### config.mk
export PLATFORM = sky130hd
export DESIGN_NAME = sertx_top
export DESIGN_NICKNAME = d
export VERILOG_FILES = /design/src/rtl/sertx_pkg.sv /design/src/rtl/sertx_fifo.sv /design/src/rtl/sertx_shifter.sv /design/src/rtl/sertx_top.sv
export SDC_FILE = /design/constraint.sdc
export NUM_CORES = 1
export LEC_CHECK = 0
export BUFFER_PORTS_ARGS = -buffer_cell sky130_fd_sc_hd__buf_4
export CORE_UTILIZATION = 25
export DETAILED_ROUTE_END_ITERATION = 8
export PLACE_DENSITY_LB_ADDON = 0.1
export SLEW_MARGIN = 20
export SYNTH_ARGS = -nofsm -noshare
export SYNTH_HDL_FRONTEND = slang
export SYNTH_SLANG_ARGS = --single-unit
### constraint.sdc
create_clock -name clk -period 7.52 [get_ports clk]
set_input_delay 1.504 -clock clk [delete_from_list [all_inputs] [get_ports clk]]
set_output_delay 1.504 -clock clk [all_outputs]
set_load 0.01 [all_outputs]
### src/rtl/sertx_pkg.sv
package sertx_pkg;

  localparam int CHAR_W = 9;

  typedef enum logic [2:0] {
    ST_IDLE,
    ST_START,
    ST_DATA,
    ST_SLOT,
    ST_STOP
  } tx_state_t;

  // Character format captured at load time
  typedef struct packed {
    logic [7:0] bits;
    logic [3:0] nbits;
    logic       has_slot;
    logic       slot;
    logic       two_stop;
  } frame_t;

  function automatic frame_t build_frame(input logic [CHAR_W-1:0] d,
                                         input logic [2:0] psel,
                                         input logic nine,
                                         input logic [1:0] wlen,
                                         input logic two);
    frame_t     f;
    logic [3:0] n;
    n = nine ? 4'd8 : (4'd5 + {2'b00, wlen});
    for (int i = 0; i < 8; i++) begin
      f.bits[i] = d[i] & (4'(i) < n);
    end
    f.nbits    = n;
    f.two_stop = two;
    if (nine) begin
      f.has_slot = 1'b1;
      f.slot     = d[8];
    end else begin
      f.has_slot = psel[0];
      case (psel[2:1])
        2'b00:   f.slot = ~^f.bits;
        2'b01:   f.slot = ^f.bits;
        2'b10:   f.slot = 1'b1;
        default: f.slot = 1'b0;
      endcase
    end
    return f;
  endfunction

endpackage

### src/rtl/sertx_fifo.sv
module sertx_fifo #(
  parameter int DW    = 9,
  parameter int DEPTH = 8
) (
  input  logic          clk,
  input  logic          rst,
  input  logic          wr_en,
  input  logic [DW-1:0] wr_data,
  input  logic          pop,
  output logic [DW-1:0] rd_data,
  output logic          empty,
  output logic          ovf
);
  localparam int AW = (DEPTH > 1) ? $clog2(DEPTH) : 1;
  localparam int CW = $clog2(DEPTH + 1);

  logic [DW-1:0] mem [DEPTH];
  logic [AW-1:0] wr_ptr, rd_ptr;
  logic [CW-1:0] count;
  logic          full, push, do_pop;

  assign full    = (count == CW'(DEPTH));
  assign empty   = (count == '0);
  assign push    = wr_en && !full;
  assign do_pop  = pop && !empty;
  assign rd_data = mem[rd_ptr];

  // Storage without reset so it maps onto RAM
  always_ff @(posedge clk) begin
    if (push) mem[wr_ptr] <= wr_data;
  end

  always_ff @(posedge clk) begin
    if (rst) begin
      wr_ptr <= '0;
      rd_ptr <= '0;
      count  <= '0;
      ovf    <= 1'b0;
    end else begin
      ovf <= wr_en && full;
      if (push)   wr_ptr <= (wr_ptr == AW'(DEPTH - 1)) ? '0 : wr_ptr + 1'b1;
      if (do_pop) rd_ptr <= (rd_ptr == AW'(DEPTH - 1)) ? '0 : rd_ptr + 1'b1;
      case ({push, do_pop})
        2'b10:   count <= count + 1'b1;
        2'b01:   count <= count - 1'b1;
        default: count <= count;
      endcase
    end
  end
endmodule

### src/rtl/sertx_shifter.sv
module sertx_shifter
  import sertx_pkg::*;
#(
  parameter int OVERS = 16
) (
  input  logic              clk,
  input  logic              rst,
  input  logic              tick,
  input  logic              fifo_empty,
  input  logic [CHAR_W-1:0] fifo_data,
  input  logic [2:0]        par_sel,
  input  logic              nine_bit,
  input  logic [1:0]        wlen,
  input  logic              two_stop,
  input  logic              brk,
  output logic              pop,
  output logic              busy,
  output logic              txd
);
  localparam int TW = (OVERS > 1) ? $clog2(OVERS) : 1;

  tx_state_t     state;
  frame_t        fr;
  logic [TW-1:0] cnt;
  logic [3:0]    idx;
  logic          second;
  logic          bit_done, last_stop, line;

  assign bit_done  = tick && (cnt == TW'(OVERS - 1));
  assign last_stop = (state == ST_STOP) && (!fr.two_stop || second);
  assign pop       = !fifo_empty && ((state == ST_IDLE) || (last_stop && bit_done));
  assign busy      = (state != ST_IDLE);

  always_comb begin
    case (state)
      ST_START: line = 1'b0;
      ST_DATA:  line = fr.bits[0];
      ST_SLOT:  line = fr.slot;
      default:  line = 1'b1;
    endcase
  end

  always_ff @(posedge clk) begin
    if (rst) begin
      state  <= ST_IDLE;
      fr     <= '0;
      cnt    <= '0;
      idx    <= '0;
      second <= 1'b0;
      txd    <= 1'b1;
    end else begin
      txd <= brk ? 1'b0 : line;
      if (pop) begin
        fr     <= build_frame(fifo_data, par_sel, nine_bit, wlen, two_stop);
        state  <= ST_START;
        cnt    <= '0;
        idx    <= '0;
        second <= 1'b0;
      end else if (busy && tick) begin
        if (bit_done) begin
          cnt <= '0;
          case (state)
            ST_START: state <= ST_DATA;
            ST_DATA: begin
              fr.bits <= {1'b0, fr.bits[7:1]};
              idx     <= idx + 1'b1;
              if (idx == fr.nbits - 4'd1) state <= fr.has_slot ? ST_SLOT : ST_STOP;
            end
            ST_SLOT: state <= ST_STOP;
            default: begin
              if (last_stop) state <= ST_IDLE;
              else second <= 1'b1;
            end
          endcase
        end else begin
          cnt <= cnt + 1'b1;
        end
      end
    end
  end
endmodule

### src/rtl/sertx_top.sv
module sertx_top
  import sertx_pkg::*;
#(
  parameter int DEPTH = 8,
  parameter int OVERS = 16
) (
  input  logic              clk,
  input  logic              rst,
  input  logic              baud_tick,
  input  logic              wr_en,
  input  logic [CHAR_W-1:0] wr_data,
  input  logic [2:0]        par_sel,
  input  logic              nine_bit,
  input  logic [1:0]        wlen,
  input  logic              two_stop,
  input  logic              brk,
  output logic              txd,
  output logic              hold_empty,
  output logic              tx_idle,
  output logic              ovf
);
  logic              pop, busy;
  logic [CHAR_W-1:0] fifo_data;

  sertx_fifo #(.DW(CHAR_W), .DEPTH(DEPTH)) u_fifo (
    .clk(clk), .rst(rst), .wr_en(wr_en), .wr_data(wr_data), .pop(pop),
    .rd_data(fifo_data), .empty(hold_empty), .ovf(ovf)
  );

  sertx_shifter #(.OVERS(OVERS)) u_shift (
    .clk(clk), .rst(rst), .tick(baud_tick), .fifo_empty(hold_empty),
    .fifo_data(fifo_data), .par_sel(par_sel), .nine_bit(nine_bit),
    .wlen(wlen), .two_stop(two_stop), .brk(brk), .pop(pop), .busy(busy),
    .txd(txd)
  );

  assign tx_idle = hold_empty && !busy;
endmodule

Word level (Yosys, flattened, before mapping) --
Memory sizes are Yosys's and may differ from the RTL's. A register that Yosys moved wholly into a read port is not among the register bits. Cells that the tools add are included.
Storage, ports and cells: register bits after elaboration 39, word-level logic and storage cells 115, output and inout bits 4, bits in writable memories 72, memories 1
Memory list:
- u_fifo.mem | words 8, bits a word 9, read ports 1, clocked after Yosys merged registers in 1, write ports 1, line sertx_fifo.sv:17 | logic [DW-1:0] mem [DEPTH];
Operators by class: mux-type cells 24, reduce and logical (&&, ||, !) cells 34, order comparisons 8, equality and inequality tests 15, bitwise gates (word level) 10, add/subtract/negate cells 8
Operators by type and width (number):
- $mux 8 | 4
- $mux 3 | 7
- $lt 3x4->1 const A | 4
- $add 4x1->4 const B | 3
- $reduce_and 4->1 | 3
- $eq 3x3->1 const B | 3
- $logic_and 1x1->1 | 9
- $pmux 3 s3 | 1
- $and 1x1->1 | 8
- $eq 4x4->1 const B | 2
- $lt 1x4->1 const A | 2
- $lt 2x4->1 const A | 2
- $mux 4 | 2
- $pmux 4 s2 | 1
- $reduce_bool 2->1 | 4
- $reduce_xnor 8->1 | 1
- $reduce_xor 8->1 | 1
- $sub 4x1->4 const B | 2
- $add 3x1->3 const B | 2
- $eq 3x2->1 const B | 2
- $mux 1 | 6
- $pmux 1 s3 | 2
- $reduce_and 3->1 | 2
- $reduce_bool 5->1 | 1
- 18 further kinds | 25

Depth between registers and ports, before layout --
word-level depth 9, mapped depth 13, gate-level depth less buffers 12

Modules after synthesis --
A second synthesis with hierarchy kept.
Unflattened totals: cells, all modules 357, area total of the unflattened synthesis 4924.7 um2
Modules (own cells, without submodules):
- sertx_fifo | area each 3458.3 um2, times used 1, sequential area each 2442.3 um2, cells an instance 184
- sertx_shifter | area each 1452.6 um2, times used 1, sequential area each 560.5 um2, cells an instance 172
- sertx_top | area each 13.8 um2, times used 1, sequential area each 0.0 um2, cells an instance 1

Least setup slack after synthesis --
Ideal clock, no wire load.
path kind input port to flip-flop, start point input port baud_tick, end point register u_fifo.count[3], data arrival time 3663 ps, buffers on the path 1, cell stages on the path 12, setup slack 3787 ps, data required time 7449 ps, cell sequence nand4_1 > o21ai_0 > nand2_1 > inv_1 > clkbuf_1 > ha_1 > ha_1 > a21o_1 > a21oi_1 > xnor2_1 > or3_1 > a21oi_1
On the way: cells in the longest elaborated chain, start to end 7, elaborated cells on any way between the ends 9, those cells by class eq/ne (2); mux (1); reduce/logical (6)
RTL lines:
- from (decl) | line sertx_top.sv:9 | input logic baud_tick,
- $logic_and 1x1->1 * | line sertx_shifter.sv:29 | assign bit_done = tick && (cnt == TW'(OVERS - 1));
- $logic_and 1x1->1 * | line sertx_shifter.sv:31 | assign pop = !fifo_empty && ((state == ST_IDLE) || (last_stop && bit_done));
- $logic_or 1x1->1 * | line sertx_shifter.sv:31
- $logic_and 1x1->1 * | line sertx_shifter.sv:31
- $logic_and 1x1->1 * | line sertx_fifo.sv:25 | assign do_pop = pop && !empty;
- $eq 2x1->1 / $eq 2x2->1 (equally long branches) | line sertx_fifo.sv:43 | case ({push, do_pop})
- $pmux 4 s2 / $reduce_bool 2->1 (equally long branches)
- to (signal assigned) | line sertx_fifo.sv:44 | 2'b10: count <= count + 1'b1;
- to (signal assigned) | line sertx_fifo.sv:45 | 2'b01: count <= count - 1'b1;
- to (signal assigned) | line sertx_fifo.sv:46 | default: count <= count;
- to (decl) | line sertx_fifo.sv:19 | logic [CW-1:0] count;
Every way passes the cells marked *; elsewhere a longest branch is shown, timed or not. A chain may end at the register's enable or synchronous reset.

Worst setup path in the final report --
Same ends and word-level chain as after synthesis.

==> results.md <==
- Hpwl dp: slightly above 7 mm
- Clk root buf: clkbuf_16
- VDD IR max: approximately 0.00019 V
- Die area: around 20000 µm²
- Max FO, Critical Path: 28
- Port Buffers: 24
- Crit path largest cell delay: about 0.66 ns
- GRT Util Overall: 11.91%
- RSZ-0062 raised after global routing: no
- Via count: 3010
- Drt drc: 0
- Nets@finish: roughly 450
- Post-CTS setup repair buffer count: 0
- Routed Antenna Nets: 0
- Critical path's slowest cell: nand2_1
- Layout area overhead: 23.41%
- DRT Wirelength: about 11 mm
- Die Width: around 140 µm
- Top Family by Delay on Critical Path: simple AND/OR/NAND/NOR gates
- Crit share post-route: between 50% and 60%
- H-tree lvl count: 4
- Max Cap Viol: 0
- Crit end category: flop
- Worst Hold Slack: ~0.46 ns
- Antenna cells: 0
- Clk pin slew, worst setup/hold paths: around 0.05 ns
- Setup TNS: 0 ns
- Tmin final: ~4.2 ns
- Overflow after GRT: 0
- Worst Path Required: between 7 and 8 ns
- First-pass GRT wire length: 17.02 mm
- Initial DRC count: between 150 and 200
- Final setup violation count: 0
- Dominant synthesized flop cell: edfxtp_1
- Final Max Tran Viols: 0
- Mapped Area: roughly 4800 µm²
- Reg2reg end: u_fifo.count[3]$_SDFFE_PP0P_
- TritonCTS clock tree: built
- Cell row count: 50
- Reg2reg path depth: 11
- Initial core utilization: around 26%
- Yosys cell types: 45
- Clock sinks: 114
- CP cell instances: buf_4 -> nand4_1 -> o21ai_0 -> nand2_1 -> inv_1 -> ha_1 -> ha_1 -> a21o_1 -> a21oi_1 -> xnor2_1 -> or3_1 -> a21oi_1
- Core area: 18830 µm²
- # IOs: 25
- Hold Violations, Final: 0
- Post-DR vias/cell: approximately 4.4
- Clk buf depth: 2
- DR WL/cell: approximately 16 µm
- Lkg Pwr: between 2 and 2.5 nW
- Synthesized area per cell: roughly 13 µm²
- CP Buf/Inv Count: 2
- Vias in the first global route: roughly 3000
- Setup Crit Path Kind: input port to flop
- Yosys reg bits: ~110
- Max_slew headroom: a little over 40%
- P per Cell Area: about 380 nW/µm²
- Cells after synthesis: ~380
- Seq/Total Area, Yosys: 61.95%
- Type of the tightest min-delay check: flop to flop
- WHS Endpoint: u_shift.fr[0]$_SDFFE_PP0N_
- Fill count: 1875
- Yosys Warn Count: 0
- Fin util: between 30% and 40%
- Initial antenna violation count: 0
- Hold-critical path depth: 2
- RR Startpoint: u_fifo.count[0]$_SDFFE_PP0P_
- RePlAce Congestion: ~0.74
- Worst-Margin Slew: 0.8723 ns
- Critical path arrival: approximately 4.5 ns
- Post_cts resized: 0
- Status: finished, final reports clean
- Largest net degree at the start of global routing: 31
- TritonCTS buffer count: 17
- Total power: between 2 and 2.5 mW
- DRT Pass-1 Iters: 4
- R2r setup slk: approximately 3.8 ns
- Max Clock Freq: between 0.2 and 0.25 GHz
- Clk_lat worst skew: 0.41 ns
- Die height: about 140 µm
- Hold Buf Count CTS: 0
- Setup Skew: 0.009806 ns
- Type of origin of the critical path: input port
- Min-delay src: u_shift.fr[0]$_SDFFE_PP0N_
- Synthesized Nets: just over 400
- Async set or reset register ratio after synthesis: 0%
- Number of flops mapped to enable cells by yosys: between 70 and 80
- Share of cells above drive strength 1: 18.41%
==> area by class of cell <==
class	count	area [µm²]	area share [%]
tap	260	325.3	5.438
timing repair buffer	34	255.2	4.267
sequential	114	3003	50.20
clock buffer	17	425.4	7.111
multi-input combinational	240	1733	28.97
clock inverter	15	206.4	3.451
inverter	9	33.78	0.5647
==> power by group <==
part / total (mW) / internal (mW) / switching [mW]
registers: 0.814 / 0.746 / 0.0680
logic: 0.618 / 0.282 / 0.335
clock network: 0.854 / 0.558 / 0.297
==> cell usage in the layout (no fill, tap or decap), types with 2 or more instances in the layout <==
cell type and instances:
nor2b_1 4, dfxtp_1 42, nand2_1 33, nand3b_1 2
o21ai_0 4, nor2_1 35, a211oi_1 5, nor3b_1 5
nand3_1 9, xnor3_1 2, clkbuf_16 17, or3_1 2
nor4_1 2, inv_1 9, a21oi_1 27, nor3_1 18
xnor2_1 6, buf_4 34, ha_1 11, nand2b_1 5
and3_1 4, bufinv_16 4, mux2i_1 20, a22oi_1 5
inv_6 3, xor2_1 10, nand4_1 4, clkinv_4 5
edfxtp_1 72, mux4_2 11
==> through the flow <==
step	worst slack [ns]	instance area (µm²)	std cells
after global placement	2.985	5350	657
after CTS	3.336	5982	689
final	3.348	5982	689
after global routing	3.075	5982	689
after floorplan	3.787	4847	382
after detailed placement	2.922	5350	657
==> flip-flops by register name, summed over array words and instances, names as in the netlist, named ones only <==
register / count
u_shift.txd: 1
u_shift.state: 3
u_fifo.mem: 72
u_fifo.rd_ptr: 3
u_shift.fr: 15
u_shift.second: 1
u_fifo.wr_ptr: 3
u_shift.cnt: 4
u_fifo.ovf: 1
u_shift.idx: 4
u_fifo.count: 4
==> worst max-delay path by stage <==
stage	from	endpoint	slack, ns	cells past startpoint
after CTS	baud_tick	u_fifo.count[3]$_SDFFE_PP0P_	3.34	12
after global placement	baud_tick	u_fifo.count[3]$_SDFFE_PP0P_	2.99	12
final	baud_tick	u_fifo.count[3]$_SDFFE_PP0P_	3.35	12
after floorplan	baud_tick	u_fifo.count[3]$_SDFFE_PP0P_	3.79	12
after global routing	baud_tick	u_fifo.count[3]$_SDFFE_PP0P_	3.08	12
after detailed placement	baud_tick	u_fifo.count[3]$_SDFFE_PP0P_	2.92	12
==> cells in the mapped netlist (2+ instances only) <==
cell type | number | area, µm²
a211oi_1 | 5 | 37.54
mux2i_1 | 20 | 200.2
mux4_2 | 11 | 247.7
dfxtp_1 | 42 | 840.8
nor2b_1 | 4 | 25.02
buf_2 | 2 | 10.01
nor3_1 | 18 | 90.09
xor2_1 | 10 | 87.58
xnor2_1 | 6 | 52.55
xnor3_1 | 2 | 45.04
or3_1 | 2 | 12.51
and3_1 | 4 | 25.02
clkbuf_1 | 13 | 48.80
nand2_1 | 33 | 123.9
nand3b_1 | 2 | 15.01
a22oi_1 | 5 | 37.54
inv_1 | 9 | 33.78
nor4_1 | 3 | 18.77
nor3b_1 | 5 | 37.54
a21oi_1 | 27 | 135.1
o21ai_0 | 4 | 20.02
edfxtp_1 | 72 | 2162
buf_6 | 2 | 22.52
nand3_1 | 9 | 45.04
ha_1 | 11 | 137.6
nand4_1 | 4 | 25.02
nand2b_1 | 5 | 31.28
nor2_1 | 35 | 131.4
==> per-layer routing <==
| layer | routed length (µm) | global-route usage [%] |
|---|---|---|
| met5 | 0 | 0 |
| met2 | 5168 | 18.60 |
| met1 | 5198 | 15.21 |
| met4 | 144 | 5.149 |
| met3 | 463 | 3.601 |
==> worst min-delay path: stages (launching register included) <==
cell and delay [ns]:
dfxtp_1 0.31, nand2_1 0.05, a21oi_1 0.05
==> cell families after synthesis <==
| logic type | after synthesis | share of synthesized area (%) |
|---|---|---|
| AOI/OAI and AO/OA | 51 | 6.454 |
| muxes | 32 | 9.473 |
| xor gates and xnor gates | 18 | 3.820 |
| buffers and inverters | 28 | 2.607 |
| adders and majority gates | 12 | 3.252 |
| DFF | 114 | 61.95 |
| and+or+nand+nor | 127 | 12.44 |
(Power assumes the default switching activity.)
